[src/rtl/nos_pkg.sv]
package nos_pkg;
   // Test-mode strobe bundle; field order is the bus bit order (bit 3 first).
   typedef struct packed {
      logic pix;   // bus bit 3: internal pixel strobe
      logic vs;    // bus bit 2: video sample strobe
      logic conv;  // bus bit 1: converter clock
      logic rs;    // bus bit 0: reset sample strobe
   } nos_strobe_t;
endpackage

[src/rtl/nos_delay_line.sv]
module nos_delay_line #(
   parameter int W     = 16,
   parameter int DEPTH = 10,
   parameter int SEL_W = 4
) (
   input  logic             clk,
   input  logic             rst_n,
   input  logic             in_v,
   input  logic [W-1:0]     in_d,
   input  logic [SEL_W-1:0] sel,
   output logic             out_v,
   output logic [W-1:0]     out_d
);
   logic [DEPTH-1:0] v_q;
   logic [W-1:0]     d_q [DEPTH];

   for (genvar g = 0; g < DEPTH; g++) begin : g_stage
      if (g == 0) begin : g_head
         always_ff @(posedge clk or negedge rst_n) begin
            if (!rst_n) begin
               v_q[0] <= 1'b0;
               d_q[0] <= '0;
            end else begin
               v_q[0] <= in_v;
               d_q[0] <= in_d;
            end
         end
      end else begin : g_body
         always_ff @(posedge clk or negedge rst_n) begin
            if (!rst_n) begin
               v_q[g] <= 1'b0;
               d_q[g] <= '0;
            end else begin
               v_q[g] <= v_q[g-1];
               d_q[g] <= d_q[g-1];
            end
         end
      end
   end

   always_comb begin
      out_v = 1'b0;
      out_d = '0;
      for (int i = 0; i < DEPTH; i++) begin
         if (32'(sel) == i) begin
            out_v = v_q[i];
            out_d = d_q[i];
         end
      end
   end
endmodule

[src/rtl/nos_serializer.sv]
module nos_serializer #(
   parameter int W = 16,
   parameter int N = 4
) (
   input  logic         clk,
   input  logic         rst_n,
   input  logic         in_v,
   input  logic [W-1:0] in_d,
   output logic [N-1:0] nib_q
);
   localparam int NUM   = W / N;
   localparam int IDX_W = $clog2(NUM);

   logic [W-1:0]     sh_q;
   logic [IDX_W-1:0] idx_q;
   logic             busy_q;
   logic             stg_v_q;
   logic [W-1:0]     stg_d_q;

   always_ff @(posedge clk or negedge rst_n) begin
      if (!rst_n) begin
         sh_q    <= '0;
         idx_q   <= '0;
         busy_q  <= 1'b0;
         stg_v_q <= 1'b0;
         stg_d_q <= '0;
         nib_q   <= '0;
      end else if (!busy_q) begin
         if (stg_v_q) begin
            nib_q   <= stg_d_q[W-1 -: N];
            sh_q    <= stg_d_q;
            idx_q   <= IDX_W'(1);
            busy_q  <= 1'b1;
            stg_v_q <= in_v;
            stg_d_q <= in_v ? in_d : stg_d_q;
         end else if (in_v) begin
            nib_q  <= in_d[W-1 -: N];
            sh_q   <= in_d;
            idx_q  <= IDX_W'(1);
            busy_q <= 1'b1;
         end
      end else begin
         nib_q <= sh_q[(NUM-1-32'(idx_q))*N +: N];
         idx_q <= idx_q + 1'b1;
         if (32'(idx_q) == NUM-1) busy_q <= 1'b0;
         if (in_v) begin
            stg_v_q <= 1'b1;
            stg_d_q <= in_d;
         end
      end
   end
endmodule

[src/rtl/nos_strobe_gen.sv]
module nos_strobe_gen
   import nos_pkg::*;
#(
   parameter int PH_W     = 2,
   parameter int SLOW_LEN = 2,
   parameter int FAST_LEN = 3
) (
   input  logic        clk,
   input  logic        rst_n,
   input  logic        px_in,
   input  logic        fast,
   output nos_strobe_t strb
);
   logic [PH_W-1:0] ph_q;
   logic            pix_q;
   logic            vs_q;
   int              len;

   assign len = fast ? FAST_LEN : SLOW_LEN;

   always_ff @(posedge clk or negedge rst_n) begin
      if (!rst_n) begin
         ph_q  <= '0;
         pix_q <= 1'b0;
         vs_q  <= 1'b0;
      end else begin
         pix_q <= px_in;
         vs_q  <= pix_q;
         if (px_in || 32'(ph_q) >= len - 1) ph_q <= '0;
         else                               ph_q <= ph_q + 1'b1;
      end
   end

   always_comb begin
      strb.pix  = pix_q;
      strb.vs   = vs_q;
      strb.conv = (ph_q == '0);
      strb.rs   = (32'(ph_q) == len - 1);
   end
endmodule

[src/rtl/nibble_out_stage.sv]
module nibble_out_stage
   import nos_pkg::*;
#(
   parameter int WORD_W   = 16,
   parameter int NIB_W    = 4,
   parameter int DLY_W    = 2,
   parameter int SLOW_LEN = 2,
   parameter int FAST_LEN = 3
) (
   input  logic              clk,
   input  logic              rst_n,
   input  logic              smp_valid,
   input  logic [WORD_W-1:0] smp_word,
   input  logic              cfg_invert,
   input  logic              cfg_fast,
   input  logic [DLY_W-1:0]  cfg_delay,
   input  logic              cfg_test,
   output logic [NIB_W-1:0]  nib_out
);
   localparam int MAX_LAT = ((1 << DLY_W) - 1) * FAST_LEN;
   localparam int DEPTH   = MAX_LAT + 1;
   localparam int LAT_W   = $clog2(DEPTH + 1);
   localparam int PH_W    = $clog2(FAST_LEN + 1);

   if (WORD_W % NIB_W != 0)       begin : g_bad_split $error("WORD_W must be a multiple of NIB_W"); end
   if (WORD_W / NIB_W < 2)        begin : g_bad_count $error("at least two nibbles per word"); end
   if (NIB_W < 4)                 begin : g_bad_nib   $error("NIB_W must hold the four strobes"); end
   if (SLOW_LEN < 1 || FAST_LEN < SLOW_LEN) begin : g_bad_len $error("bad converter-clock lengths"); end

   logic [WORD_W-1:0] cap_d;
   logic [LAT_W-1:0]  tap_sel;
   logic              tap_v;
   logic [WORD_W-1:0] tap_d;
   logic [NIB_W-1:0]  data_nib;
   nos_strobe_t       strb;

   assign cap_d   = cfg_invert ? ~smp_word : smp_word;
   assign tap_sel = LAT_W'(32'(cfg_delay) * (cfg_fast ? FAST_LEN : SLOW_LEN));

   nos_delay_line #(.W(WORD_W), .DEPTH(DEPTH), .SEL_W(LAT_W)) dly_i (
      .clk(clk), .rst_n(rst_n), .in_v(smp_valid), .in_d(cap_d),
      .sel(tap_sel), .out_v(tap_v), .out_d(tap_d));

   nos_serializer #(.W(WORD_W), .N(NIB_W)) ser_i (
      .clk(clk), .rst_n(rst_n), .in_v(tap_v), .in_d(tap_d), .nib_q(data_nib));

   nos_strobe_gen #(.PH_W(PH_W), .SLOW_LEN(SLOW_LEN), .FAST_LEN(FAST_LEN)) stb_i (
      .clk(clk), .rst_n(rst_n), .px_in(smp_valid), .fast(cfg_fast), .strb(strb));

   if (NIB_W == 4) begin : g_mux_exact
      assign nib_out = cfg_test ? NIB_W'(strb) : data_nib;
   end else begin : g_mux_pad
      assign nib_out = cfg_test ? {{(NIB_W-4){1'b0}}, strb} : data_nib;
   end
endmodule

[config.mk]
export PLATFORM = sky130hd
export DESIGN_NAME = nibble_out_stage
export DESIGN_NICKNAME = d
export VERILOG_FILES = /design/src/rtl/nos_pkg.sv /design/src/rtl/nos_delay_line.sv /design/src/rtl/nos_serializer.sv /design/src/rtl/nos_strobe_gen.sv /design/src/rtl/nibble_out_stage.sv
export SDC_FILE = /design/constraint.sdc
export NUM_CORES = 1
export LEC_CHECK = 0
export ABC_AREA = 1
export BUFFER_PORTS_ARGS = -buffer_cell sky130_fd_sc_hd__buf_2
export CAP_MARGIN = 20
export CORE_MARGIN = 5
export CORE_UTILIZATION = 30
export CTS_CLUSTER_SIZE = 40
export DETAILED_ROUTE_END_ITERATION = 8
export SETUP_SLACK_MARGIN = 0.05
export SLEW_MARGIN = 20
export SYNTH_ARGS = -nofsm -noshare
export SYNTH_HDL_FRONTEND = slang
export SYNTH_SLANG_ARGS = --single-unit
[constraint.sdc]
create_clock -name clk -period 1.7 [get_ports clk]
set_clock_uncertainty 0.15 [all_clocks]
set_input_delay 0.255 -clock clk [delete_from_list [all_inputs] [get_ports clk]]
set_output_delay 0.255 -clock clk [all_outputs]
set_load 0.005 [all_outputs]
==> flow_results.org <==
** Yosys
- Primary flip-flop cell chosen by synthesis mapping :: sky130_fd_sc_hd__dfrtp_1
- In this run, synthesis inferred 0 flip-flops with an integrated enable.
- Count of mapped cells out of synthesis :: 881
- In this run, synthesis produced a sequential element count of between 200 and 250.
- Post-synthesis sequential area ratio :: 0.632
- Post-synthesis average cell area :: 9.53 um2
- After synthesis, the share of flip-flops with an asynchronous set or reset is 1.00.
- After synthesis the cells add up to roughly 0.0084 mm2.
- Number of library cell types mapped by synthesis :: 32
- Yosys warnings :: 0
- Number of nets in the synthesized netlist :: 912
- Top area cells in the synthesized netlist :: sky130_fd_sc_hd__dfrtp_1, sky130_fd_sc_hd__nand2_1, sky130_fd_sc_hd__nand3_1, sky130_fd_sc_hd__nand4_1, sky130_fd_sc_hd__nor2_1
- sky130_fd_sc_hd__dfrtp_1 takes more of the synthesized area than any other cell.
- Of the post-synthesis cell area, the dominant cell type holds 0.632.

** Worst setup path
- CP Launch Type :: input port
- Traced cell by cell, the critical path runs through buf_6, nand2_4, inv_2, ha_4, inv_2, ha_4, buf_4, buf_12, nand4_1, nand3_1, o21bai_1, nand2_1, nand2_1, nand2_1, nand2_1, nand2_1, nand2_1, nand2_1, nand2_1, nand2_1, nand2_2, nand2_2.
- Depth of the most critical reg-to-reg path :: 13
- Worst path arrival time :: roughly 2.1 ns
- Required time of the worst setup path :: 1.94 ns
- For this design, the slowest cell found on the critical path is sky130_fd_sc_hd__ha_4.
- Of all nets on the critical path, the largest fanout is 24.
- STA classifies the critical path endpoint as a register.
- In this run the worst setup path begins at cfg_delay[1].
- Setup slack, reg-to-reg :: -0.19 ns
- In this run the worst setup path terminates at ser_i.sh_q[4].
- In this design, the stage delay of the slowest critical-path cell is about 0.19 ns.
- Reg-to-reg critical path endpoint :: ser_i.sh_q[4]
- Worst setup path class :: input port to register
- Worst r2r src :: dly_i.v_q[2]
- Most numerous cell on the critical path :: sky130_fd_sc_hd__nand2_1

** Route
- The routed design has around 17 mm of wire.
- First-pass iteration count of the detailed router :: 4
- Across all layers, the routed design uses between 5000 and 6000 vias.
- Residual antenna-violating net count after detailed routing :: 0
- In the routed design, unresolved DRC markers number 0.
- Drt via density :: 4.30
- Dividing the detail-routed wire length by the instance count gives ~12 um.
- After the first detailed-routing iteration, the DRC count stood at approximately 320.

** Outcome
- The run finished, with violations left.
- The checks that failed: negative setup slack.

** Placement
- DPL Wire Length :: approximately 11 mm
- Final estimated routing congestion in global placement :: between 0.7 and 0.8
- In this run, placement finished with an instance count of 1297.
- IO buf count :: 27

** Clocking
- For this design, the sink count on the clock tree is roughly 210.
- After clock tree synthesis, the clock-pin slew on the worst setup and hold paths is 0.06 ns.
- TritonCTS built the clock tree.
- Clock buffer depth :: 3
- In this run the number of H-tree levels came out at 1.
- For the worst-skew pair, the clock arrives at the later sink with an insertion delay of 0.52 ns.
- Root cell of the clock tree :: sky130_fd_sc_hd__clkbuf_16
- TritonCTS created 22 clock buffers.

** Timing
- Setup violations remaining at the end of the flow were counted as 44.
- The worst pin sits at a relative slew slack of 0.692.
- The final number of hold-violating endpoints came to 0.
- Final critical-path required period :: 1.89 ns
- In the finished design, the share of the clock period the worst path needs comes to 1.11.
- Hold timing on the final database bottoms out at a slack of 0.0552 ns.
- Setup repair after global routing missed its margin :: yes
- Transition time at the pin with the least slew margin :: 0.462 ns
- Derived from the worst setup path, the maximum achievable clock frequency is 0.528 GHz.
- Final Worst Setup Slack :: -0.192 ns
- The number of pins exceeding their max-slew limit in the final report was 0.
- In the final timing run, aggregate negative setup slack is -6.70 ns.

** Layout
- Ant diodes :: 0
- Non-Filler Instances :: between 1000 and 1500
- Commonest non-fill, non-tap cells in the layout :: sky130_fd_sc_hd__nand2_1, sky130_fd_sc_hd__dfrtp_1, sky130_fd_sc_hd__nor2_1
- Share of cells above drive strength 1 :: 0.211
- Relative area change from synthesis to final layout :: 28.9%
- Measured on the finished design, the core utilization comes to 0.390.
- Most common cell after layout, fill and taps aside :: sky130_fd_sc_hd__nand2_1
- For this run, the post-layout net count is around 1000.

** Global route
- Number of global-route vias before repair :: 5825
- The total overflow left after global routing is 0.
- Entering global routing, the biggest net connects 49 pins.
- All-layer global routing usage :: 0.110
- Number of antenna violations at the first check in global routing :: 0
- Global-route wire length before repair :: 29.1 mm

** Die
- The die is 177 um wide.
- Die ar. :: approximately 0.031 mm2
- In this run the count of I/O pins placed on the die edge is 28.
- After floorplanning, the core was divided into 61 placement rows.
- The die is 177 um tall.
- The initial utilization of the core area, before any placement, comes to 0.303.
- Area inside the core boundary :: 0.0277 mm2

** Pwr
- Worst IR drop on VDD :: around 0.00074 V
- Summed over all cells, the static leakage comes to 5.25 nW.
- Dividing total power by cell area gives a power density of 1340 mW/mm2.

** Worst hold path
- In this run the most critical hold path is launched from cfg_invert.
- In this run the worst hold path is classified as input port to register.

** Flow run
- Across the run, the number of max-cap violations was 0.
per-stage QoR:
stage	setup WS, ns	power (mW)	area (um2)
2_1_floorplan	-0.552	8.25	8490
3_3_place_gp	-0.805	9.22	9480
3_5_place_dp	-0.818	9.29	9480
4_1_cts	-0.169	14.5	10600
5_1_grt	-0.375	15.4	10800
6_report	-0.192	14.5	10800
worst max-delay path: cells and delay by family:
kind	cells	cell delay, ns
simple gates	14	0.91
compound gates	1	0.17
buf+inv	5	0.46
fa+ha+maj	2	0.32
sequential cells by signal (all words and copies together), names as in the netlist:
register / cells
ser_i.busy_q: 1
dly_i.d_q: 160
ser_i.sh_q: 16
ser_i.stg_d_q: 16
ser_i.stg_v_q: 1
stb_i.ph_q: 2
dly_i.v_q: 8
ser_i.idx_q: 2
stb_i.vs_q: 1
ser_i.nib_q: 4
stb_i.pix_q: 1
worst min-delay path by stage:
| stage | to | depth (start not counted) | slack [ns] |
|---|---|---|---|
| 2_1_floorplan | dly_i.d_q[0] | 0 | -0.19 |
| 3_3_place_gp | ser_i.stg_d_q[11] | 1 | 0.10 |
| 3_5_place_dp | ser_i.stg_d_q[11] | 1 | 0.1 |
| 4_1_cts | dly_i.d_q[152] | 2 | 0.05 |
| 5_1_grt | dly_i.d_q[151] | 2 | 0.05 |
| 6_report | dly_i.d_q[152] | 2 | 0.06 |
cells by family after synthesis:
group                    after synthesis  share of synthesized area
AND/OR/NAND/NOR                      476                      0.242
AO/OA/AOI/OAI                         71                     0.0490
adder cells (fa/ha/maj)                7                     0.0104
buffers and inverters                 96                     0.0464
flip-flops                           212                      0.632
XOR/XNOR                              16                     0.0167
multiplexers                           3                    0.00358
synth_stat cells (4+ instances only):
cell type,instances
sky130_fd_sc_hd__xor2_1,16
sky130_fd_sc_hd__o21bai_1,10
sky130_fd_sc_hd__clkbuf_1,26
sky130_fd_sc_hd__nor2_1,56
sky130_fd_sc_hd__dfrtp_1,212
sky130_fd_sc_hd__nand4_1,38
sky130_fd_sc_hd__o32ai_1,4
sky130_fd_sc_hd__nand3_1,60
sky130_fd_sc_hd__inv_1,48
sky130_fd_sc_hd__ha_1,7
sky130_fd_sc_hd__or2_2,7
sky130_fd_sc_hd__o21ai_0,35
sky130_fd_sc_hd__a21oi_1,18
sky130_fd_sc_hd__buf_2,11
sky130_fd_sc_hd__buf_1,4
sky130_fd_sc_hd__nand2_1,307
final cells by class:
| type | count | area, um2 |
|---|---|---|
| Timing Repair Buffer | 114 | 1140 |
| Multi-Input combinational cell | 573 | 2930 |
| Clock inverter | 8 | 101 |
| Tap cell | 378 | 473 |
| Fill cell | 2665 | 16900 |
| Inverter | 52 | 213 |
| Clock buffer | 31 | 654 |
| Sequential cell | 212 | 5310 |
power by group:
| part | leakage [nW] | switching [mW] | total [mW] | internal, mW |
|---|---|---|---|---|
| registers | 2.51 | 0.496 | 6.37 | 5.88 |
| logic | 2.36 | 1.86 | 3.28 | 1.42 |
| clock network | 0.376 | 1.96 | 4.82 | 2.86 |
per-layer routing:
layer  GRT usage  vias to the layer above  part of all wire
met5           0                        -                 0
met4      0.0226                        0             0.019
met3      0.0194                       27             0.037
met2       0.179                       88              0.47
met1       0.156                     2751              0.47
li1            -                     3013                 -
repair_timing:
action | in CTS | in global routing
hold endpoints to repair | 231 | 0
setup buffers | 6 | 7
gates resized for setup | 48 | 36
gates cloned | 1 | 0
pin swaps | 29 | 42
hold buffers | 18 | 0
endpoints found under the setup margin | 44 | 44
Note: power is estimated with default switching activity, not from simulation.
